[src/rtl/regfield_pkg.sv]
package regfield_pkg;

  localparam int DESC_W    = 32;
  localparam int AOFF_W    = 16;
  localparam int FLEN_W    = 8;
  localparam int FPOS_W    = 8;

  typedef struct packed {
    logic [AOFF_W-1:0] aoff;
    logic [FLEN_W-1:0] flen;
    logic [FPOS_W-1:0] fpos;
  } fdesc_t;

  typedef enum logic [2:0] {
    ST_IDLE  = 3'd0,
    ST_READ  = 3'd1,
    ST_WRITE = 3'd2,
    ST_DONE  = 3'd3,
    ST_ERR   = 3'd4
  } rmw_state_e;

endpackage

[src/rtl/regfield_decode.sv]
module regfield_decode
  import regfield_pkg::*;
#(
  parameter int ADDR_W = 32,
  parameter int DATA_W = 32
) (
  input  logic [ADDR_W-1:0] base,
  input  logic [DESC_W-1:0] desc,
  output logic [ADDR_W-1:0] addr,
  output logic [FLEN_W-1:0] flen,
  output logic [FPOS_W-1:0] fpos,
  output logic              legal
);

  localparam int SUM_W = FLEN_W + 1;
  localparam logic [SUM_W-1:0] WORD_BITS = SUM_W'(DATA_W);

  fdesc_t            d;
  logic [SUM_W-1:0]  span_end;

  assign d        = fdesc_t'(desc);
  assign flen     = d.flen;
  assign fpos     = d.fpos;
  assign addr     = base + ADDR_W'(d.aoff);
  assign span_end = {1'b0, d.flen} + {1'b0, d.fpos};

  always_comb begin
    legal = 1'b1;
    if (d.flen == '0)                    legal = 1'b0;
    if ({1'b0, d.flen} > WORD_BITS)      legal = 1'b0;
    if (span_end > WORD_BITS)            legal = 1'b0;
  end

endmodule

[src/rtl/regfield_merge.sv]
module regfield_merge
  import regfield_pkg::*;
#(
  parameter int DATA_W = 32
) (
  input  logic [DATA_W-1:0] old_word,
  input  logic [DATA_W-1:0] value,
  input  logic [FLEN_W-1:0] flen,
  input  logic [FPOS_W-1:0] fpos,
  output logic [DATA_W-1:0] new_word
);

  localparam int SUM_W = FLEN_W + 1;

  logic [SUM_W-1:0]  lo_bound;
  logic [SUM_W-1:0]  hi_bound;
  logic [DATA_W-1:0] kept_val;
  logic [DATA_W-1:0] placed;

  assign lo_bound = {1'b0, fpos};
  assign hi_bound = {1'b0, fpos} + {1'b0, flen};
  assign placed   = kept_val << fpos;

  for (genvar i = 0; i < DATA_W; i++) begin : g_bit
    logic in_len;
    logic in_field;
    assign in_len      = SUM_W'(i) < {1'b0, flen};
    assign in_field    = (SUM_W'(i) >= lo_bound) && (SUM_W'(i) < hi_bound);
    assign kept_val[i] = value[i] & in_len;
    assign new_word[i] = in_field ? placed[i] : old_word[i];
  end

endmodule

[src/rtl/regfield_seq.sv]
module regfield_seq
  import regfield_pkg::*;
(
  input  logic clk,
  input  logic rst_n,
  input  logic req_valid,
  input  logic legal,
  input  logic bus_ready,
  output logic req_ready,
  output logic take_req,
  output logic take_word,
  output logic rd_en,
  output logic wr_en,
  output logic done,
  output logic err,
  output logic busy
);

  rmw_state_e state_q, state_d;

  always_comb begin
    state_d = state_q;
    unique case (state_q)
      ST_IDLE:  if (req_valid) state_d = legal ? ST_READ : ST_ERR;
      ST_READ:  if (bus_ready) state_d = ST_WRITE;
      ST_WRITE: if (bus_ready) state_d = ST_DONE;
      ST_DONE:  state_d = ST_IDLE;
      ST_ERR:   state_d = ST_IDLE;
      default:  state_d = ST_IDLE;
    endcase
  end

  always_ff @(posedge clk or negedge rst_n) begin
    if (!rst_n) state_q <= ST_IDLE;
    else        state_q <= state_d;
  end

  assign req_ready = (state_q == ST_IDLE);
  assign take_req  = req_ready && req_valid;
  assign rd_en     = (state_q == ST_READ);
  assign wr_en     = (state_q == ST_WRITE);
  assign take_word = rd_en && bus_ready;
  assign done      = (state_q == ST_DONE);
  assign err       = (state_q == ST_ERR);
  assign busy      = !req_ready;

endmodule

[src/rtl/regfield_rmw.sv]
module regfield_rmw
  import regfield_pkg::*;
#(
  parameter int ADDR_W = 32,
  parameter int DATA_W = 32
) (
  input  logic              clk,
  input  logic              rst_n,
  input  logic              req_valid,
  output logic              req_ready,
  input  logic [ADDR_W-1:0] req_base,
  input  logic [DESC_W-1:0] req_desc,
  input  logic [DATA_W-1:0] req_value,
  output logic              busy,
  output logic              done,
  output logic              err,
  output logic              bus_rd,
  output logic              bus_wr,
  output logic [ADDR_W-1:0] bus_addr,
  output logic [DATA_W-1:0] bus_wdata,
  input  logic [DATA_W-1:0] bus_rdata,
  input  logic              bus_ready
);

  logic [ADDR_W-1:0] dec_addr;
  logic [FLEN_W-1:0] dec_flen;
  logic [FPOS_W-1:0] dec_fpos;
  logic              dec_legal;
  logic              take_req;
  logic              take_word;
  logic [ADDR_W-1:0] addr_q;
  logic [FLEN_W-1:0] flen_q;
  logic [FPOS_W-1:0] fpos_q;
  logic [DATA_W-1:0] value_q;
  logic [DATA_W-1:0] wdata_q;
  logic [DATA_W-1:0] merged;

  regfield_decode #(.ADDR_W(ADDR_W), .DATA_W(DATA_W)) u_decode (
    .base  (req_base),
    .desc  (req_desc),
    .addr  (dec_addr),
    .flen  (dec_flen),
    .fpos  (dec_fpos),
    .legal (dec_legal)
  );

  regfield_seq u_seq (
    .clk       (clk),
    .rst_n     (rst_n),
    .req_valid (req_valid),
    .legal     (dec_legal),
    .bus_ready (bus_ready),
    .req_ready (req_ready),
    .take_req  (take_req),
    .take_word (take_word),
    .rd_en     (bus_rd),
    .wr_en     (bus_wr),
    .done      (done),
    .err       (err),
    .busy      (busy)
  );

  regfield_merge #(.DATA_W(DATA_W)) u_merge (
    .old_word (bus_rdata),
    .value    (value_q),
    .flen     (flen_q),
    .fpos     (fpos_q),
    .new_word (merged)
  );

  always_ff @(posedge clk or negedge rst_n) begin
    if (!rst_n) begin
      addr_q  <= '0;
      flen_q  <= '0;
      fpos_q  <= '0;
      value_q <= '0;
      wdata_q <= '0;
    end else begin
      if (take_req) begin
        addr_q  <= dec_addr;
        flen_q  <= dec_flen;
        fpos_q  <= dec_fpos;
        value_q <= req_value;
      end
      if (take_word) wdata_q <= merged;
    end
  end

  assign bus_addr  = addr_q;
  assign bus_wdata = wdata_q;

endmodule

[config.mk]
export PLATFORM = sky130hd
export DESIGN_NAME = regfield_rmw
export DESIGN_NICKNAME = d
export VERILOG_FILES = /design/src/rtl/regfield_pkg.sv /design/src/rtl/regfield_decode.sv /design/src/rtl/regfield_merge.sv /design/src/rtl/regfield_seq.sv /design/src/rtl/regfield_rmw.sv
export SDC_FILE = /design/constraint.sdc
export NUM_CORES = 1
export LEC_CHECK = 0
export BUFFER_PORTS_ARGS = -buffer_cell sky130_fd_sc_hd__buf_2
export CORE_ASPECT_RATIO = 1.75
export CORE_UTILIZATION = 40
export CTS_CLUSTER_SIZE = 12
export DETAILED_ROUTE_END_ITERATION = 8
export GPL_TIMING_DRIVEN = 0
export RECOVER_POWER = 100
export SKIP_LAST_GASP = 1
export SYNTH_ARGS = -nofsm -noshare
export SYNTH_HDL_FRONTEND = slang
export SYNTH_SLANG_ARGS = --single-unit
[constraint.sdc]
create_clock -name clk -period 5.11 [get_ports clk]
set_input_delay 0.2555 -clock clk [delete_from_list [all_inputs] [get_ports clk]]
set_output_delay 0.2555 -clock clk [all_outputs]
set_load 0.01 [all_outputs]
==> results of run 1 <==
==> area by class of cell <==
class	instances	area [um2]	share of cell area [%]
buffer	76	328	2.93
clock buffer	18	429	3.84
clock inverter	14	186	1.67
inverter	19	71.3	0.638
multi-input combinational	948	5830	52.2
sequential	115	2880	25.8
tap	296	370	3.32
timing repair buffer	218	1080	9.68
==> stage by stage <==
stage | cell area (um2) | std cells | worst slack (ns) | hold slack [ns]
CTS | 11300 | 1704 | 1.39 | 0.00000844
floorplan | 9110 | 1158 | 2.45 | -0.0401
global route | 11200 | 1704 | 0.623 | 0.00830
finish | 11200 | 1704 | 0.797 | 0.00768
global placement | 10500 | 1655 | 1.44 | 0.448
detailed placement | 10500 | 1656 | 1.42 | 0.169
==> flip-flops by register name, summed over array words and instances, names as in the netlist <==
signal,cells
bus_addr,32
bus_wdata,32
value_q,32
flen_q,8
fpos_q,8
u_seq.state_q,3
==> worst register-to-register path, cell delays in order (launching register included) <==
cell and delay (ns):
dfrtp_1 0.42, clkbuf_1 0.51, inv_1 0.20, clkbuf_1 0.37
clkbuf_1 0.40, a211oi_1 1.08, mux2i_1 0.29, mux2i_1 0.60
nand2b_1 0.13, a211oi_1 0.24
==> synthesized netlist by cell type (7+ instances only) <==
library cell,n
nor3_1,22
mux2i_1,41
buf_2,15
nand2b_1,7
a21o_1,15
o211ai_1,18
nand2_1,266
o21ai_0,81
a211oi_1,14
o22ai_1,21
xor2_1,17
ha_1,32
o21a_1,7
a31oi_1,13
or3_1,8
xnor2_1,16
nand3_1,36
mux2_2,10
o221ai_1,17
o21ai_1,11
dfrtp_1,115
and2_1,10
mux4_2,7
a21oi_1,60
nand4_1,7
inv_1,16
and3_1,16
nor2_1,80
clkbuf_1,51
nor4_1,10
==> power groups by stage <==
stage	Sequential (mW)	Combinational, mW	Clock [mW]
floorplan	1.71	3.13	0
global placement	1.69	5.13	0
detailed placement	1.70	5.11	0
CTS	1.70	5.13	1.29
global route	1.77	5.65	1.34
finish	1.71	5.30	1.28
==> layer usage <==
layer,up-vias,global-route usage (%)
li1,4692,-
met1,4781,35.6
met2,435,64.6
met3,173,9.88
met4,0,31.2
met5,-,0
==> kinds of logic (layout without fill, tap and decap cells) <==
logic type / Yosys count / after routing
buffers and inverters: 95 / 345
and+or+nand+nor: 488 / 488
AOI/OAI and AO/OA: 331 / 331
xor gates and xnor gates: 33 / 33
muxes: 60 / 60
DFF: 115 / 115
adders and majority gates: 36 / 36
==> final timing paths <==
check / from / end / cells past startpoint
hold / removal: req_value[22] / value_q[22]$_DFFE_PN0P_ / 3
max in group asynchronous: rst_n / bus_addr[18]$_DFFE_PN0P_ / 3
hold reg to reg: bus_addr[0]$_DFFE_PN0P_ / bus_addr[0]$_DFFE_PN0P_ / 2
setup / recovery: fpos_q[1]$_DFFE_PN0P_ / bus_wdata[31]$_DFFE_PN0P_ / 9
setup reg to reg: fpos_q[1]$_DFFE_PN0P_ / bus_wdata[31]$_DFFE_PN0P_ / 9
min in group asynchronous: rst_n / bus_wdata[0]$_DFFE_PN0P_ / 2
==> cells in the final DEF (no fill, tap or decap), types with 5 or more instances in the layout <==
cell type,synthesis,layout
a211oi_1,14,14
o211ai_1,18,18
dlygate4sd3_1,0,16
o311ai_0,6,8
mux2i_1,41,41
and2_1,10,10
or2_2,6,6
nor3b_1,5,5
mux2_2,10,8
or3_1,8,8
clkbuf_16,0,17
nand2_1,266,266
nand3_1,36,36
nor4_1,10,9
nand4_1,7,7
xnor2_1,16,16
o31ai_1,6,6
inv_1,16,16
clkbuf_1,51,129
xor2_1,17,17
o22ai_1,21,21
nor3_1,22,22
nand2b_1,7,7
clkinv_2,0,5
buf_2,15,141
o21ai_0,81,90
and3_1,16,16
a21o_1,15,15
o221ai_1,17,17
a31oi_1,13,13
o2bb2ai_1,6,6
o21a_1,7,7
a21oi_1,60,60
ha_1,32,32
mux4_2,7,7
dfrtp_1,115,115
nor2_1,80,80
a211o_1,5,5
==> qor.yml, run 1 <==
yosys:
  synth_flop_cell: "dfrtp_1"
  synth-edff-count: 0
  ys_top_cells_by_area: "dfrtp_1 32%, nand2_1 11%, mux2i_1 4.5%, o21ai_0 4.5%, ha_1 4.4%"
  synth_xor_area_share_pct: 3.17
  yosys.area_share.simple_pct: 23.6
  synth-seq-cells: 115
  synth_area_um2: 9110
  ys_warn_count: 0
  synth_top_family_by_area: "compound AO/OA/AOI/OAI gates"
  syn_nets: 1325
  synthAdderAreaFrac_pct: 5.17
  synthCells: 1158
  synth_compound_area_share_pct: 24.3
  postSynthAreaPerCell_um2: 7.86
  synthMuxAreaShare_pct: 7.75
  ys_types: 85
  async_flop_share_pct: 100
  yosys.area.top_type: "dfrtp_1"
  synth_top_area_share_pct: 31.6
  ys_seq_area_share_pct: 31.6
run_status:
  violations: "max-capacitance violations, max-slew violations"
  status: "finished with violations"
placement:
  port_buffers: 201
  gp_congestion: 1.02
  place.detailed.hpwl_um: 32600
clock_network:
  postCtsSetupBuffers: 0
  htreeDepth: 4
  root_buffer: "clkbuf_16"
  hold_buffers: 16
  clock-sinks: 115
  ctsResizeCount: 0
  numCtsBuffers: 17
  cts_tree: "built"
  insertion_delay_ns: 0.45
  clockBufferDepth: 2
  clk_pin_slew_ns: 0.06
timing:
  final.setup.tns_ns: 0
  slew_headroom_pct: -39.6
  hold_viol_final: 0
  timing.fmax_mhz: 232
  tightest_slew_ns: 2.09
  fin_skew_ns: 0.00759
  finalSetupViolCount: 0
  rsz0062_at_grt: "false"
  drv_slew: 118
  period_share_pct: 84.4
  period_minus_slack_ns: 4.31
power:
  p_seq_share_pct: 20.7
  clkPwrFrac_pct: 15.5
  peakVddDrop_v: 0.000277
  swShare_pct: 54.9
  p_int_mw: 3.74
  comb_power_share_pct: 63.9
  total_power_mw: 8.29
  power_density_nw_per_um2: 742
  netSwitchingPower_mw: 4.55
  leakagePower_nw: 4.92
routing:
  drt-total-wl_um: 41700
  avgViaCountPerCell: 5.92
  met3_length_um: 2540
  wl_met2_um: 21200
  post-route-drc-count: 0
  routed.top_layer: "met4"
  drt_first_pass_iters: 5
  drt-met1-wl_um: 14100
  drt_iter0_drc: 689
  ant_nets: 0
  via_count: 10100
  wl_per_cell_um: 24.4
critical_path:
  cp_max_fo: 10
  cp_num_buf_inv: 4
  max_stage_delay_ns: 1.08
  rrSetupSlack_ns: 0.80
  required_ns: 5.47
  crit_top_cell: "clkbuf_1"
  path_cells: "clkbuf_1, inv_1, clkbuf_1, clkbuf_1, a211oi_1, mux2i_1, mux2i_1, nand2b_1, a211oi_1"
  cp.arrival_ns: 4.67
  end_kind: "register"
  crit_family: "buffers and inverters"
  crit_slowest_cell: "a211oi_1"
  worstSetupStartpointType: "register"
  path_class: "reg -> reg"
global_route:
  grt_use_total_pct: 37.2
  antenna_found_initial: 0
  grt_max_degree: 83
  grt_pass1_wl_um: 62300
  overflow: 0
  grt_pass1_vias: 10100
min_path:
  min_path_type: "in -> reg"
floorplan:
  initial_utilization_pct: 40.9
  placeableCoreArea_um2: 22300
  num_io_pins: 202
  die_y_um: 202
  fp-row-count: 72
  die_w_um: 116
  dieArea_um2: 23400
cells_and_area:
  nNetsFinal: 1562
  diodes: 0
  final_core_util_pct: 50.2
  n_fill_cell: 2342
  final_layout_size_suffix_gt1_share_pct: 15.3
  synthToLayoutAreaGrowth_pct: 22.7
flow_run:
  maxCapViolations: 2
(Power assumes the default switching activity.)
==> run 2: changes to the inputs <==
==> constraint.sdc (replaced) <==
create_clock -name clk -period 4 [get_ports clk]
set_input_delay 0.2 -clock clk [delete_from_list [all_inputs] [get_ports clk]]
set_output_delay 0.2 -clock clk [all_outputs]
set_load 0.01 [all_outputs]
==> run 2 against run 1 <==
Effect of this change:
- the flow still finishes with violations (max-capacitance violations, max-slew violations)
- clock power grew 27%
- non-clock buffer count rose by 31
- sequential share of layout area decreased by 0.73 points
- total power is 28% higher
- worst hold slack improved by 0.0075 ns
- via count increased by 1.3%
- first-iteration DRC count grew 2.8%
- die area stayed put
- global-route usage up 0.49 points
- combinational power increased by 28%
- worst setup slack worse by 0.75 ns
==> qor.yml, run 2 (synthesis results as in run 1) <==
critical_path:
  path_cells: "clkbuf_1, nor3b_1, nand2_1, o221ai_1, a21oi_1, o21ai_0, mux2i_1, o21ai_0"
  cp.arrival_ns: 4.30
  end_kind: "register"
  worstSetupStartpointType: "register"
  path_class: "reg -> reg"
  cp_max_fo: 10
  max_stage_delay_ns: 0.81
  crit_top_cell: "o21ai_0"
  required_ns: 4.35
  rrSetupSlack_ns: 0.05
  crit_slowest_cell: "o21ai_0"
floorplan:
  die_y_um: 202
  initial_utilization_pct: 40.9
  fp-row-count: 72
  placeableCoreArea_um2: 22300
  dieArea_um2: 23400
  die_w_um: 116
  num_io_pins: 202
clock_network:
  insertion_delay_ns: 0.44
  cts_tree: "built"
  root_buffer: "clkbuf_16"
  clockBufferDepth: 2
  clk_pin_slew_ns: 0.06
  numCtsBuffers: 17
  htreeDepth: 4
  clock-sinks: 115
routing:
  wl_per_cell_um: 24.3
  ant_nets: 0
  drt-total-wl_um: 42100
  drt_first_pass_iters: 5
  avgViaCountPerCell: 5.89
  drt_iter0_drc: 708
  post-route-drc-count: 0
  via_count: 10200
timing:
  whs_ns: 0.0152
  fin_skew_ns: 0.00677
  period_minus_slack_ns: 3.95
  timing.fmax_mhz: 253
  drv_slew: 35
  finalSetupViolCount: 0
  final.setup.tns_ns: 0
  rsz0062_at_grt: "false"
  tightest_slew_ns: 1.88
  hold_viol_final: 0
  period_share_pct: 98.7
  slew_headroom_pct: -25.6
cells_and_area:
  final_cell_mix: "266 x nand2_1, 143 x buf_2, 128 x clkbuf_1"
  design_area_um2: 11500
  final_layout_size_suffix_gt1_share_pct: 15.2
  nNetsFinal: 1593
  diodes: 0
  layout_commonest_cell: "nand2_1"
  synthToLayoutAreaGrowth_pct: 26.2
global_route:
  grt_use_total_pct: 37.7
  overflow: 0
  busiest_layer: "met2"
  use_met1_pct: 35.4
  grt_util_met2_pct: 65.6
  grt_max_degree: 83
  use_met3_pct: 10.5
  grt_pass1_wl_um: 63200
  antenna_found_initial: 0
  grt_pass1_vias: 10300
placement:
  dpl-instance-area_um2: 10500
  place.detailed.hpwl_um: 32600
  port_buffers: 201
  gp_congestion: 1.02
run_status:
  violations: "max-capacitance violations, max-slew violations"
  status: "finished with violations"
min_path:
  min_path_type: "in -> reg"
power:
  total_power_mw: 10.6
  leakagePower_nw: 5.05
  peakVddDrop_v: 0.000351
  power_density_nw_per_um2: 923
flow_run:
  maxCapViolations: 1
[run 2: area by class of cell]
cell class | instances | area [um2]
inverters | 19 | 71.3
multi-input cells | 948 | 5840
plain buffers | 76 | 330
clock inverters | 14 | 186
well taps | 296 | 370
clock buffers | 18 | 429
flip-flops and latches | 115 | 2880
repair buffers | 249 | 1390
fillers | 2313 | 10800
[run 2: routing by layer]
layer	share of wire, %	up-vias
met5	0	-
met4	9.4	0
met3	6.0	167
met2	51	427
met1	33	4861
li1	-	4757
[run 2: what timing repair did]
action | 4_1_cts | 5_1_grt
hold endpoints to repair | 78 | 0
setup buffers | 0 | 1
setup endpoints to repair | 0 | 3
hold buffers | 46 | 0
gates resized for setup | 0 | 2
[run 2: worst max-delay path: cells and delay by family (launching register included)]
kind	cells	cell delay [ns]
multiplexers	1	0.14
AND/OR/NAND/NOR	2	1.02
flip-flops	1	0.40
buffers and inverters	1	0.49
AO/OA/AOI/OAI	4	1.81
[run 2: power by group]
| group | internal [mW] | switching [mW] |
|---|---|---|
| sequential | 1.72 | 0.468 |
| clock | 1.04 | 0.591 |
| combinational | 2.05 | 4.75 |
| total | 4.81 | 5.81 |
[run 2: through the flow]
step | instances | setup WS (ns) | util (%)
6_report | 1735 | 0.0510 | 51.7
4_1_cts | 1734 | 0.278 | 52.1
2_1_floorplan | 1158 | 1.34 | -
3_5_place_dp | 1656 | 0.306 | 47.3
3_3_place_gp | 1655 | 0.328 | 47.1
5_1_grt | 1735 | 0.00965 | 51.7
[run 2: worst paths after layout]
path	startpoint	cells after the start	to
worst max-delay path	fpos_q[0]$_DFFE_PN0P_	8	bus_wdata[10]$_DFFE_PN0P_
worst min-delay path	bus_rdata[9]	3	bus_wdata[9]$_DFFE_PN0P_
worst max register to register	fpos_q[0]$_DFFE_PN0P_	8	bus_wdata[10]$_DFFE_PN0P_
worst min register to register	bus_addr[0]$_DFFE_PN0P_	2	bus_addr[0]$_DFFE_PN0P_
max in group asynchronous	rst_n	3	bus_addr[18]$_DFFE_PN0P_
min in group asynchronous	rst_n	2	bus_wdata[0]$_DFFE_PN0P_
==> run 3: changes to the inputs <==
--- a/config.mk
+++ b/config.mk
@@ -6,7 +6,6 @@
 export NUM_CORES = 1
 export LEC_CHECK = 0
 export BUFFER_PORTS_ARGS = -buffer_cell sky130_fd_sc_hd__buf_2
-export CORE_ASPECT_RATIO = 1.75
 export CORE_UTILIZATION = 40
 export CTS_CLUSTER_SIZE = 12
 export DETAILED_ROUTE_END_ITERATION = 8
@@ -15,4 +14,5 @@
 export SKIP_LAST_GASP = 1
 export SYNTH_ARGS = -nofsm -noshare
 export SYNTH_HDL_FRONTEND = slang
+export SYNTH_HIERARCHICAL = 1
 export SYNTH_SLANG_ARGS = --single-unit
==> run 3 against run 2 <==
Effect of this change:
- the flow still finishes with violations (max-capacitance violations, max-slew violations)
- count of clock-buffer cells in the layout increased by 2
- sequential power increased by 9.2%
- sequential share of layout area decreased by 0.68 points
- via count decreased by 8.9%
- routed wire length decreased by 18%
- utilization decreased by 1.9 points
- synthesized cell count decreased by 14%
- non-clock buffer count decreased by 24
- worst hold slack got worse by 0.0027 ns
- critical endpoint is now bus_wdata[17]$_DFFE_PN0P_
- die area increased by 7.2%
==> qor.yml, run 3 <==
run_status:
  status: "finished with violations"
  violations: "max-capacitance violations, max-slew violations"
clock_network:
  insertion_delay_ns: 0.42
  clk_pin_slew_ns: 0.06
  cts_tree: "built"
  root_buffer: "clkbuf_16"
  numCtsBuffers: 17
  clockBufferDepth: 2
  clock-sinks: 115
  htreeDepth: 4
critical_path:
  worstSetupStartpointType: "register"
  end_kind: "register"
  cp.arrival_ns: 4.19
  r2r_cells: 13
  rrSetupSlack_ns: 0.12
  path_class: "reg -> reg"
  required_ns: 4.31
  cp_max_fo: 12
yosys:
  yosys.area.top_type: "dfrtp_1"
  ys_seq_area_share_pct: 29.4
  post-synth-top-count-cell: "dfrtp_1"
  synth-seq-cells: 115
  ys_warn_count: 6
  synth_flop_cell: "dfrtp_1"
  postSynthAreaPerCell_um2: 9.84
  synth_area_um2: 9780
  ys_top_cells_by_area: "dfrtp_1 29%, mux2_4 13%, mux2_2 5.4%, ha_1 4.1%, xnor2_1 3.0%"
  ys_types: 90
  synth_common_cells: "115 x dfrtp_1, 84 x mux2_4, 75 x nand2_1, 59 x nor2_1, 52 x o21ai_0"
  synth-edff-count: 0
  synth_top_area_share_pct: 29.4
  syn_nets: 1161
  async_flop_share_pct: 100
  synthCells: 994
global_route:
  overflow: 0
  antenna_found_initial: 0
  grt_use_total_pct: 28.0
  grt_max_degree: 75
  grt_pass1_vias: 8987
  grt_pass1_wl_um: 52700
cells_and_area:
  final_layout_size_suffix_gt1_share_pct: 28.6
  final_cells: 1567
  final_cell_mix: "133 x buf_2, 114 x clkbuf_1, 113 x dfrtp_1"
  synthToLayoutAreaGrowth_pct: 20.9
  layout_commonest_cell: "buf_2"
  nNetsFinal: 1401
  final_core_util_pct: 49.8
power:
  peakVddDrop_v: 0.000409
  leakagePower_nw: 4.98
  power_density_nw_per_um2: 889
  total_power_mw: 10.5
floorplan:
  placeableCoreArea_um2: 23800
  die_w_um: 158
  dieArea_um2: 25100
  die_y_um: 158
  initial_utilization_pct: 41.2
  num_io_pins: 202
  fp-row-count: 56
timing:
  rsz0062_at_grt: "true"
  drv_slew: 43
  fin_skew_ns: 0.0115
  final.setup.tns_ns: 0
  timing.fmax_mhz: 258
  finalSetupViolCount: 0
  tightest_slew_ns: 2.18
  whs_ns: 0.0125
  slew_headroom_pct: -45.5
  period_minus_slack_ns: 3.88
  period_share_pct: 97.0
  hold_viol_final: 0
routing:
  wl_per_cell_um: 22.0
  avgViaCountPerCell: 5.94
  via_count: 9305
  post-route-drc-count: 0
  drt_first_pass_iters: 5
  drt-total-wl_um: 34500
  drt_iter0_drc: 807
  ant_nets: 0
placement:
  placed_cells: 1515
  port_buffers: 201
  place.detailed.hpwl_um: 27000
  gp_congestion: 0.994
min_path:
  hold_path_depth: 2
  min_path_type: "in -> reg"
flow_run:
  maxCapViolations: 1
[run 3: cell count changes after synthesis, moves of 10 or more]
cell / change
a21oi_1: -18
buf_2: -13
buf_4: +15
mux2_2: +37
mux2_4: +84
mux2i_1: -19
nand2_1: -191
nor2_1: -21
o21ai_0: -29
o221ai_1: -10
xnor2_1: +17
[run 3: routing by layer]
layer / global-route usage, % / vias to the layer above / wire, um
met5: 0 / - / 0
met4: 10.4 / 0 / 1030
met3: 6.42 / 66 / 2760
met2: 43.1 / 456 / 15200
met1: 38.1 / 4528 / 15500
li1: - / 4255 / -
[run 3: power breakdown]
group / switching (mW) / leakage [nW] / internal [mW]
Combinational: 3.95 / 3.34 / 2.61
Sequential: 0.616 / 1.36 / 1.77
Clock: 0.582 / 0.286 / 0.996
Total: 5.14 / 4.98 / 5.37
[run 3: stage by stage]
stage	area [um2]	setup slack [ns]
after floorplan	9780	0.509
after global placement	11200	-0.783
after detailed placement	11200	-0.742
after CTS	12000	0.0133
after global routing	11800	-0.0493
final	11800	0.121
[run 3: final timing paths]
kind                                           startpoint                        end
worst max-delay path                flen_q[1]$_DFFE_PN0P_  bus_wdata[17]$_DFFE_PN0P_
worst min-delay path                         req_value[9]     value_q[9]$_DFFE_PN0P_
worst max register to register      flen_q[1]$_DFFE_PN0P_  bus_wdata[17]$_DFFE_PN0P_
worst min register to register  bus_wdata[21]$_DFFE_PN0P_  bus_wdata[21]$_DFFE_PN0P_
max in group asynchronous                           rst_n      fpos_q[1]$_DFFE_PN0P_
min in group asynchronous                           rst_n    value_q[10]$_DFFE_PN0P_
[run 3: final cells by class]
cell class	instances	area, um2
Antenna cell	1	2.50
Fill cell	2326	11900
Sequential cell	115	2880
Multi-Input combinational cell	782	6280
Clock buffer	20	447
Inverter	17	67.6
Tap cell	319	399
Clock inverter	12	158
Timing Repair Buffer	224	1130
Buffer	77	457
[run 3: logic make-up after synthesis]
| group | count (synthesis) | synth area share (%) |
|---|---|---|
| fa+ha+maj | 35 | 4.71 |
| xor+xnor | 41 | 3.67 |
| compound gates | 279 | 20.6 |
| buf+inv | 97 | 6.31 |
| flops | 115 | 29.4 |
| mux | 157 | 21.5 |
| simple gates | 270 | 13.9 |
[run 3: worst max-delay path: stages (launching register included)]
cell and delay, ns:
dfrtp_2 0.51, clkbuf_2 0.29, inv_1 0.13, fa_1 0.51
and4b_1 0.27, o21ai_0 0.11, and4_1 0.17, clkbuf_1 0.24
nand2_1 0.15, clkbuf_1 0.40, nor3b_2 0.39, o211ai_1 0.14
o22a_1 0.19, mux2_2 0.26
[run 3: repair_timing]
action                                  CTS  global route
setup buffers                             1             4
pin swaps                                 1             0
resized for setup                         4             9
hold buffers                             16             1
hold endpoints to repair                 56             1
endpoints found under the setup margin   24            17
